===== src/rtl/ackstop_pkg.sv =====
package ackstop_pkg;
  typedef enum logic [2:0] {
    S_IDLE,
    S_ACK_LOW,
    S_ACK_HIGH,
    S_STP_SDA,
    S_STP_SCL,
    S_STP_REL
  } seq_state_e;
endpackage


===== src/rtl/ackstop_sync.sv =====
// Multi-stage synchronizer for the read-back line levels; resets to bus-idle high.
module ackstop_sync #(
  parameter int WIDTH  = 2,
  parameter int STAGES = 2
) (
  input  logic             clk,
  input  logic             rst_n,
  input  logic [WIDTH-1:0] d,
  output logic [WIDTH-1:0] q
);
  localparam int LAST = STAGES - 1;

  logic [STAGES-1:0][WIDTH-1:0] chain_q;

  always_ff @(posedge clk or negedge rst_n) begin
    if (!rst_n) begin
      chain_q <= '1;
    end else begin
      chain_q[0] <= d;
      for (int s = 1; s < STAGES; s++) begin
        chain_q[s] <= chain_q[s-1];
      end
    end
  end

  assign q = chain_q[LAST];
endmodule


===== src/rtl/ackstop_baud.sv =====
// Reloadable down-counter: arms on the first cycle run_ok is seen, counts only
// while run_ok holds, expires after reload+1 counting cycles.
module ackstop_baud #(
  parameter int RW = 7
) (
  input  logic          clk,
  input  logic          rst_n,
  input  logic [RW-1:0] reload,
  input  logic          run_ok,
  output logic          load_pulse,
  output logic          expired
);
  logic          armed_q;
  logic [RW-1:0] cnt_q;

  assign load_pulse = !armed_q && run_ok;
  assign expired    = armed_q && run_ok && (cnt_q == '0);

  always_ff @(posedge clk or negedge rst_n) begin
    if (!rst_n) begin
      armed_q <= 1'b0;
      cnt_q   <= '0;
    end else if (expired) begin
      armed_q <= 1'b0;
    end else if (load_pulse) begin
      armed_q <= 1'b1;
      cnt_q   <= reload;
    end else if (armed_q && run_ok) begin
      cnt_q <= cnt_q - 1'b1;
    end
  end
endmodule


===== src/rtl/ackstop_fsm.sv =====
module ackstop_fsm
  import ackstop_pkg::*;
(
  input  logic clk,
  input  logic rst_n,
  input  logic ack_req,
  input  logic stop_req,
  input  logic ack_bit,
  input  logic scl_s,
  input  logic sda_s,
  input  logic tmr_load,
  input  logic tmr_done,
  output logic run_ok,
  output logic scl_low,
  output logic sda_low,
  output logic busy,
  output logic accept,
  output logic seq_done,
  output logic stop_hit
);
  seq_state_e st_q;

  // Each phase counts only while its line reads back at the driven level.
  always_comb begin
    unique case (st_q)
      S_ACK_LOW:  run_ok = !scl_s;
      S_ACK_HIGH: run_ok = scl_s;
      S_STP_SDA:  run_ok = !sda_s;
      S_STP_SCL:  run_ok = scl_s;
      S_STP_REL:  run_ok = scl_s && sda_s;
      default:    run_ok = 1'b0;
    endcase
  end

  assign busy     = (st_q != S_IDLE);
  assign accept   = !busy && (ack_req || stop_req);
  assign seq_done = tmr_done && ((st_q == S_ACK_HIGH) || (st_q == S_STP_REL));
  assign stop_hit = tmr_load && (st_q == S_STP_REL);

  always_ff @(posedge clk or negedge rst_n) begin
    if (!rst_n) begin
      st_q    <= S_IDLE;
      scl_low <= 1'b0;
      sda_low <= 1'b0;
    end else begin
      unique case (st_q)
        S_IDLE: begin
          if (ack_req) begin
            st_q    <= S_ACK_LOW;
            scl_low <= 1'b1;
            sda_low <= !ack_bit;
          end else if (stop_req) begin
            st_q    <= S_STP_SDA;
            scl_low <= 1'b1;
            sda_low <= 1'b1;
          end
        end
        S_ACK_LOW: if (tmr_done) begin
          st_q    <= S_ACK_HIGH;
          scl_low <= 1'b0;
        end
        S_ACK_HIGH: if (tmr_done) begin
          st_q    <= S_IDLE;
          scl_low <= 1'b1;
          sda_low <= 1'b0;
        end
        S_STP_SDA: if (tmr_done) begin
          st_q    <= S_STP_SCL;
          scl_low <= 1'b0;
        end
        S_STP_SCL: if (tmr_done) begin
          st_q    <= S_STP_REL;
          sda_low <= 1'b0;
        end
        S_STP_REL: if (tmr_done) begin
          st_q <= S_IDLE;
        end
        default: st_q <= S_IDLE;
      endcase
    end
  end
endmodule


===== src/rtl/ackstop_flags.sv =====
module ackstop_flags #(
  parameter int DW = 8
) (
  input  logic          clk,
  input  logic          rst_n,
  input  logic          busy,
  input  logic          accept,
  input  logic          seq_done,
  input  logic          stop_hit,
  input  logic          irq_clr,
  input  logic          wcol_clr,
  input  logic          buf_wr,
  input  logic [DW-1:0] buf_wdata,
  output logic          irq_flag,
  output logic          wcol,
  output logic          stop_seen,
  output logic [DW-1:0] buf_q
);
  logic wr_blocked;
  assign wr_blocked = busy || accept;

  always_ff @(posedge clk or negedge rst_n) begin
    if (!rst_n) begin
      irq_flag  <= 1'b0;
      wcol      <= 1'b0;
      stop_seen <= 1'b0;
      buf_q     <= '0;
    end else begin
      if (seq_done)     irq_flag <= 1'b1;
      else if (irq_clr) irq_flag <= 1'b0;

      if (buf_wr && wr_blocked) wcol <= 1'b1;
      else if (wcol_clr)        wcol <= 1'b0;

      if (accept)        stop_seen <= 1'b0;
      else if (stop_hit) stop_seen <= 1'b1;

      if (buf_wr && !wr_blocked) buf_q <= buf_wdata;
    end
  end
endmodule


===== src/rtl/i2c_ackstop_seq.sv =====
module i2c_ackstop_seq #(
  parameter int RW          = 7,
  parameter int DW          = 8,
  parameter int SYNC_STAGES = 2
) (
  input  logic          clk,
  input  logic          rst_n,
  input  logic          ack_start,
  input  logic          stop_start,
  input  logic          ack_data,
  input  logic [RW-1:0] reload,
  input  logic          buf_wr,
  input  logic [DW-1:0] buf_wdata,
  input  logic          scl_in,
  input  logic          sda_in,
  output logic          scl_low_en,
  output logic          sda_low_en,
  output logic          busy,
  output logic          irq_flag,
  input  logic          irq_clr,
  output logic          stop_seen,
  output logic          wcol,
  input  logic          wcol_clr,
  output logic [DW-1:0] buf_q
);
  localparam int NLINES = 2;

  logic [NLINES-1:0] line_s;
  logic run_ok, tmr_load, tmr_done, accept, seq_done, stop_hit;

  ackstop_sync #(.WIDTH(NLINES), .STAGES(SYNC_STAGES)) u_sync (
    .clk(clk), .rst_n(rst_n), .d({sda_in, scl_in}), .q(line_s)
  );

  ackstop_baud #(.RW(RW)) u_baud (
    .clk(clk), .rst_n(rst_n), .reload(reload), .run_ok(run_ok),
    .load_pulse(tmr_load), .expired(tmr_done)
  );

  ackstop_fsm u_fsm (
    .clk(clk), .rst_n(rst_n), .ack_req(ack_start), .stop_req(stop_start),
    .ack_bit(ack_data), .scl_s(line_s[0]), .sda_s(line_s[1]),
    .tmr_load(tmr_load), .tmr_done(tmr_done), .run_ok(run_ok),
    .scl_low(scl_low_en), .sda_low(sda_low_en), .busy(busy),
    .accept(accept), .seq_done(seq_done), .stop_hit(stop_hit)
  );

  ackstop_flags #(.DW(DW)) u_flags (
    .clk(clk), .rst_n(rst_n), .busy(busy), .accept(accept),
    .seq_done(seq_done), .stop_hit(stop_hit), .irq_clr(irq_clr),
    .wcol_clr(wcol_clr), .buf_wr(buf_wr), .buf_wdata(buf_wdata),
    .irq_flag(irq_flag), .wcol(wcol), .stop_seen(stop_seen), .buf_q(buf_q)
  );
endmodule


===== config.mk =====
export PLATFORM = sky130hd
export DESIGN_NAME = i2c_ackstop_seq
export DESIGN_NICKNAME = d
export VERILOG_FILES = /design/src/rtl/ackstop_pkg.sv /design/src/rtl/ackstop_sync.sv /design/src/rtl/ackstop_baud.sv /design/src/rtl/ackstop_fsm.sv /design/src/rtl/ackstop_flags.sv /design/src/rtl/i2c_ackstop_seq.sv
export SDC_FILE = /design/constraint.sdc
export NUM_CORES = 1
export LEC_CHECK = 0
export BUFFER_PORTS_ARGS = -buffer_cell sky130_fd_sc_hd__buf_2
export CORE_MARGIN = 10
export CORE_UTILIZATION = 55
export DETAILED_ROUTE_END_ITERATION = 12
export GPL_TIMING_DRIVEN = 0
export PLACE_DENSITY = 0.89
export SYNTH_ARGS = -nofsm -noshare
export SYNTH_HDL_FRONTEND = slang
export SYNTH_SLANG_ARGS = --single-unit

===== constraint.sdc =====
create_clock -name clk -period 2.8 [get_ports clk]
set_input_delay 0.42 -clock clk [delete_from_list [all_inputs] [get_ports clk]]
set_output_delay 0.42 -clock clk [all_outputs]
set_load 0.005 [all_outputs]

Word-level counts from Yosys, hierarchy flattened
Index checks and enable logic that the tools add are counted.
W data, S select, Z words.
{"block": "classes", "n_addsub": 1, "multipliers": 0, "div_mod_pow": 0, "n_lt_le_gt_ge": 0, "n_eq_ne": 13, "n_shift": 0, "mux": 25, "bitwise": 1, "n_reduce_logical": 35}
{"cell": "$mux W3", "count": 6}
{"cell": "$pmux W3 S5", "count": 1}
{"cell": "$mux W7", "count": 2}
{"cell": "$ne A2 B1 Y1 const B", "count": 7}
{"cell": "$mux W1", "count": 13}
{"cell": "$reduce_bool A2 Y1", "count": 6}
{"cell": "$logic_and A1 B1 Y1", "count": 9}
{"cell": "$logic_not A7 Y1", "count": 1}
{"cell": "$sub A7 B1 Y7 const B", "count": 1}
{"cell": "$eq A3 B2 Y1 const B", "count": 2}
{"cell": "$eq A3 B3 Y1 const B", "count": 2}
{"cell": "$logic_not A1 Y1", "count": 6}
{"cell": "$reduce_bool A3 Y1", "count": 2}
{"cell": "$reduce_or A2 Y1", "count": 3}
{"cell": "$reduce_and A5 Y1", "count": 1}
{"cell": "$pmux W1 S4", "count": 1}
{"cell": "$reduce_and A4 Y1", "count": 1}
{"cell": "$eq A3 B1 Y1 const B", "count": 1}
{"cell": "$logic_not A3 Y1", "count": 1}
{"cell": "$logic_or A1 B1 Y1", "count": 3}
{"cell": "$ne A3 B3 Y1 const B", "count": 1}
{"cell": "$pmux W1 S3", "count": 1}
{"cell": "$reduce_and A3 Y1", "count": 1}
{"cell": "$pmux W1 S2", "count": 1}
{"cell": "other kinds (2)", "count": 2}
{"block": "word_totals", "ff_bits": 28, "latchBits": 0, "ram_bits": 0, "romBits": 0, "in_bits": 25, "wordCells": 86, "memories": 0}

Logic depth before layout (Yosys ltp)
{"block": "depth", "ltp_word": 7, "depth_mapped": 7, "mapped_depth_nobuf": 7}

By module
Synthesis repeated with hierarchy kept, for this count alone.
{"block": "unflattened", "cells_unflattened": 129, "area_unflattened_um2": 1400.1}
{"module": "ackstop_baud", "instances": 1, "cells_per_inst": 56, "area_per_inst_um2": 510.5, "seq_area_each_um2": 200.2}
{"module": "ackstop_flags", "instances": 1, "cells_per_inst": 27, "area_per_inst_um2": 416.6, "seq_area_each_um2": 275.3}
{"module": "ackstop_fsm", "instances": 1, "cells_per_inst": 40, "area_per_inst_um2": 352.8, "seq_area_each_um2": 125.1}
{"module": "ackstop_sync", "instances": 1, "cells_per_inst": 6, "area_per_inst_um2": 120.1, "seq_area_each_um2": 105.1}

Worst setup path before layout
OpenSTA, ideal clock, no wires.
{"block": "synth_path", "path_kind": "reg-to-reg", "start": "register u_baud.cnt_q[0]", "end": "register u_baud.cnt_q[6]", "setup_time_ns": 0.121, "arrival_time_ns": 1.635, "t_required_ns": 2.679, "slack_ns": 1.044, "stages_incl_launch_ff": 8, "n_path_buf": 0, "path_cell_list": "dfrtp_1 -> inv_1 -> ha_1 -> or3b_2 -> nor3_1 -> xnor2_1 -> a21oi_1 -> a22o_1"}
{"block": "synth_via", "elab_chain_cells": 4, "word_cells_on_any_way": 7, "cone_classes": "1 x add/sub; 2 x mux; 1 x bitwise; 3 x reduce/logical"}
{"element": "start, declared", "line_no": "ackstop_baud.sv:14", "text": "logic [RW-1:0] cnt_q;"}
{"element": "start signal, assigned", "line_no": "ackstop_baud.sv:27", "text": "cnt_q <= reload;"}
{"element": "start signal, assigned", "line_no": "ackstop_baud.sv:29", "text": "cnt_q <= cnt_q - 1'b1;"}
{"element": "branches (longest 4 deep; another with $sub A7 B1 Y7)"}
Several ways; the timed one is not identified. The select of a mux whose other input is x is not followed.
A chain may end at the register's enable or synchronous reset.

Final worst setup path
Ends and elaborated chain as after synthesis.

==> results.toml <==
[logic_synthesis]
synthesis.nets = 168
netlist_top_cells_area = "dfrtp_1, dfstp_2, mux2_2"
synth_seq_cells = 28
syn_area_per_cell_um2 = 10.3
synth_edf_count = 0
ys_seq_area_share_pct = 48.4
synth.cell_area_mm2 = 0.00146
synth_ff_type = "dfrtp_1"
yosys.area.top_type_share_pct = 41.2
synth_warnings = 0
synthCells = 141
async_reset_ff_share_pct = 100
synthDistinctLibCells = 41
yosys.area.top_type = "dfrtp_1"

[flow_run]
cap_violations = 0

[final_layout]
multiInputGateArea_um2 = 694
nFillCells = 201
diodes = 0
final_util_pct = 68.9
nets = 211
area.sequential_um2 = 706
layout-drive-gt1-share_pct = 35.0
syn_to_final_growth_pct = 18.1
final_common_cell = "buf_2"
final_cell_mix = "buf_2, dfrtp_1, a21oi_1"

[critical_path]
cp-end-kind = "register"
r2r_cells = 7
r2r_slack_ns = 0.83
required_ns = 3.03
criticalPathCategory = "register to register"
r2r-start = "u_baud.cnt_q[0]$_DFFE_PN0P_"
cp.arrival_ns = 2.20
start_kind = "register"
rr_endpoint = "u_baud.cnt_q[6]$_DFFE_PN0P_"
cp_max_fo = 4

[die]
core_area_mm2 = 0.00250
start_util_pct = 58.3
ioPinCount = 39
die_w_um = 71.5
die_y_um = 71.5
die_area_mm2 = 0.00511
row_count = 18

[clock_network]
numCtsBuffers = 3
clock_path_buffers = 2
cts_setup_buffers = 0
cts_hold_buf = 0
root_buffer = "clkbuf_4"
clkSinkCount = 28
worstSkewPairLatency_ns = 0.33
ctsResizeCount = 0
ctsHtreeMaxLevel = 1
tritoncts = "built"
clk_pin_slew_worst_paths_ns = 0.15

[placed_design]
io_buffer_count = 38
routabilityCongestion = 0.816
dp_hpwl_mm = 2.58

[detailed_routing]
dr.pass1.iters = 7
drt_iter0_drc = 73
route.detailed.drc = 0
wl_mm = 3.31
post_drt_via_cell_ratio = 5.86
num_vias = 1249
antenna_left = 0
wl_per_cell_um = 15.5

[min_path]
hold_class = "input port to async pin"

[pwr]
p_leak_nw = 0.827
power_density_mw_per_mm2 = 795
vdd_ir_drop_max_mv = 0.533

[timing]
min_period_ns = 1.97
tightest_slew_ns = 0.600
period_share_pct = 70.5
rsz0062_at_grt = "false"
max_freq_ghz = 0.506
relSlewSlack_pct = 60.0
drv_slew = 0
hold_viol_final = 0
setup_viol = 0
fin_tns_setup_ns = 0
skew_ns = 0.00601

[global_routing]
grt_pass1_wl_mm = 5.67
grt_pass1_vias = 1269
grt_max_degree = 29
overflow = 0
antenna_found_initial = 0
grtUsageTotal_pct = 12.8

[outcome]
status = "complete, no violations"
[critical path, cell delays in order, from the launching register on]
cell	delay, ns
dfrtp_1	0.42
inv_1	0.12
ha_1	0.21
or3b_2	0.47
nor3_1	0.23
xnor2_1	0.15
a21oi_1	0.08
a22o_1	0.20
[cell families after synthesis]
kind of cell / share of synthesized area [%]
AND/OR/NAND/NOR: 16.8
adder cells (fa/ha/maj): 1.72
flip-flops: 48.4
XOR/XNOR: 0.601
AO/OA/AOI/OAI: 18.9
buffers and inverters: 3.95
multiplexers: 9.61
[per-stage QoR]
| stage | instances | area [um^2] | hold WS, ns | worst slack (ns) | total power, mW |
|---|---|---|---|---|---|
| 2_1_floorplan | 141 | 1460 | 0.124 | 1.04 | 1.01 |
| 6_report | 213 | 1720 | 0.0748 | 0.825 | 1.37 |
| 3_3_place_gp | 209 | 1690 | 0.346 | 0.948 | 1.15 |
| 5_1_grt | 213 | 1720 | 0.108 | 0.729 | 1.49 |
| 3_5_place_dp | 209 | 1690 | 0.347 | 0.853 | 1.18 |
| 4_1_cts | 213 | 1720 | 0.103 | 0.824 | 1.38 |
[cells in the mapped netlist (3+ instances only)]
cell     count
nand3_1      4
nand2_1      7
a22oi_1      3
nor3_1       5
mux2i_1      5
a31oi_1      3
o21ai_0     10
mux2_2       8
nor2_1      10
a21oi_1     11
nor2b_1      4
inv_1        8
dfrtp_1     24
dfstp_2      4
[layer usage]
metal	GRT usage, %	up-vias	wire length [um]
met5	0	-	0
met4	2.80	0	15
met3	3.72	4	223
met2	21.2	44	1640
met1	16.1	605	1430
li1	-	596	-
[worst max-delay path by stage]
| stage | startpoint | end |
|---|---|---|
| 6_report | u_baud.cnt_q[0]$_DFFE_PN0P_ | u_baud.cnt_q[6]$_DFFE_PN0P_ |
| 5_1_grt | u_baud.cnt_q[0]$_DFFE_PN0P_ | u_baud.cnt_q[6]$_DFFE_PN0P_ |
| 3_5_place_dp | u_baud.cnt_q[0]$_DFFE_PN0P_ | u_baud.cnt_q[6]$_DFFE_PN0P_ |
| 3_3_place_gp | u_baud.cnt_q[0]$_DFFE_PN0P_ | u_baud.cnt_q[6]$_DFFE_PN0P_ |
| 4_1_cts | u_baud.cnt_q[0]$_DFFE_PN0P_ | u_baud.cnt_q[6]$_DFFE_PN0P_ |
| 2_1_floorplan | u_baud.cnt_q[0]$_DFFE_PN0P_ | u_baud.cnt_q[6]$_DFFE_PN0P_ |
[final cells by class]
type | instances | area share [%]
Multi-Input combinational cell | 100 | 40.3
Timing Repair Buffer | 38 | 11.0
Inverter | 9 | 1.96
Sequential cell | 28 | 41.0
Buffer | 4 | 1.38
Tap cell | 30 | 2.18
Clock buffer | 4 | 2.11
[power breakdown]
part | leakage [nW] | switching [mW] | internal, mW
sequential | 0.342 | 0.0825 | 0.506
clock | 0.0210 | 0.116 | 0.0796
combinational | 0.465 | 0.335 | 0.251
total | 0.827 | 0.533 | 0.836
[registers in the layout (all words and copies together), names as in the netlist]
register	flops
u_flags.buf_q	8
u_flags.wcol	1
u_flags.stop_seen	1
u_flags.irq_flag	1
u_fsm.scl_low	1
u_fsm.sda_low	1
u_baud.cnt_q	7
u_sync.q	2
u_baud.armed_q	1
u_sync.chain_q	2
u_fsm.st_q	3
Note: power is estimated with default switching activity, not from simulation.
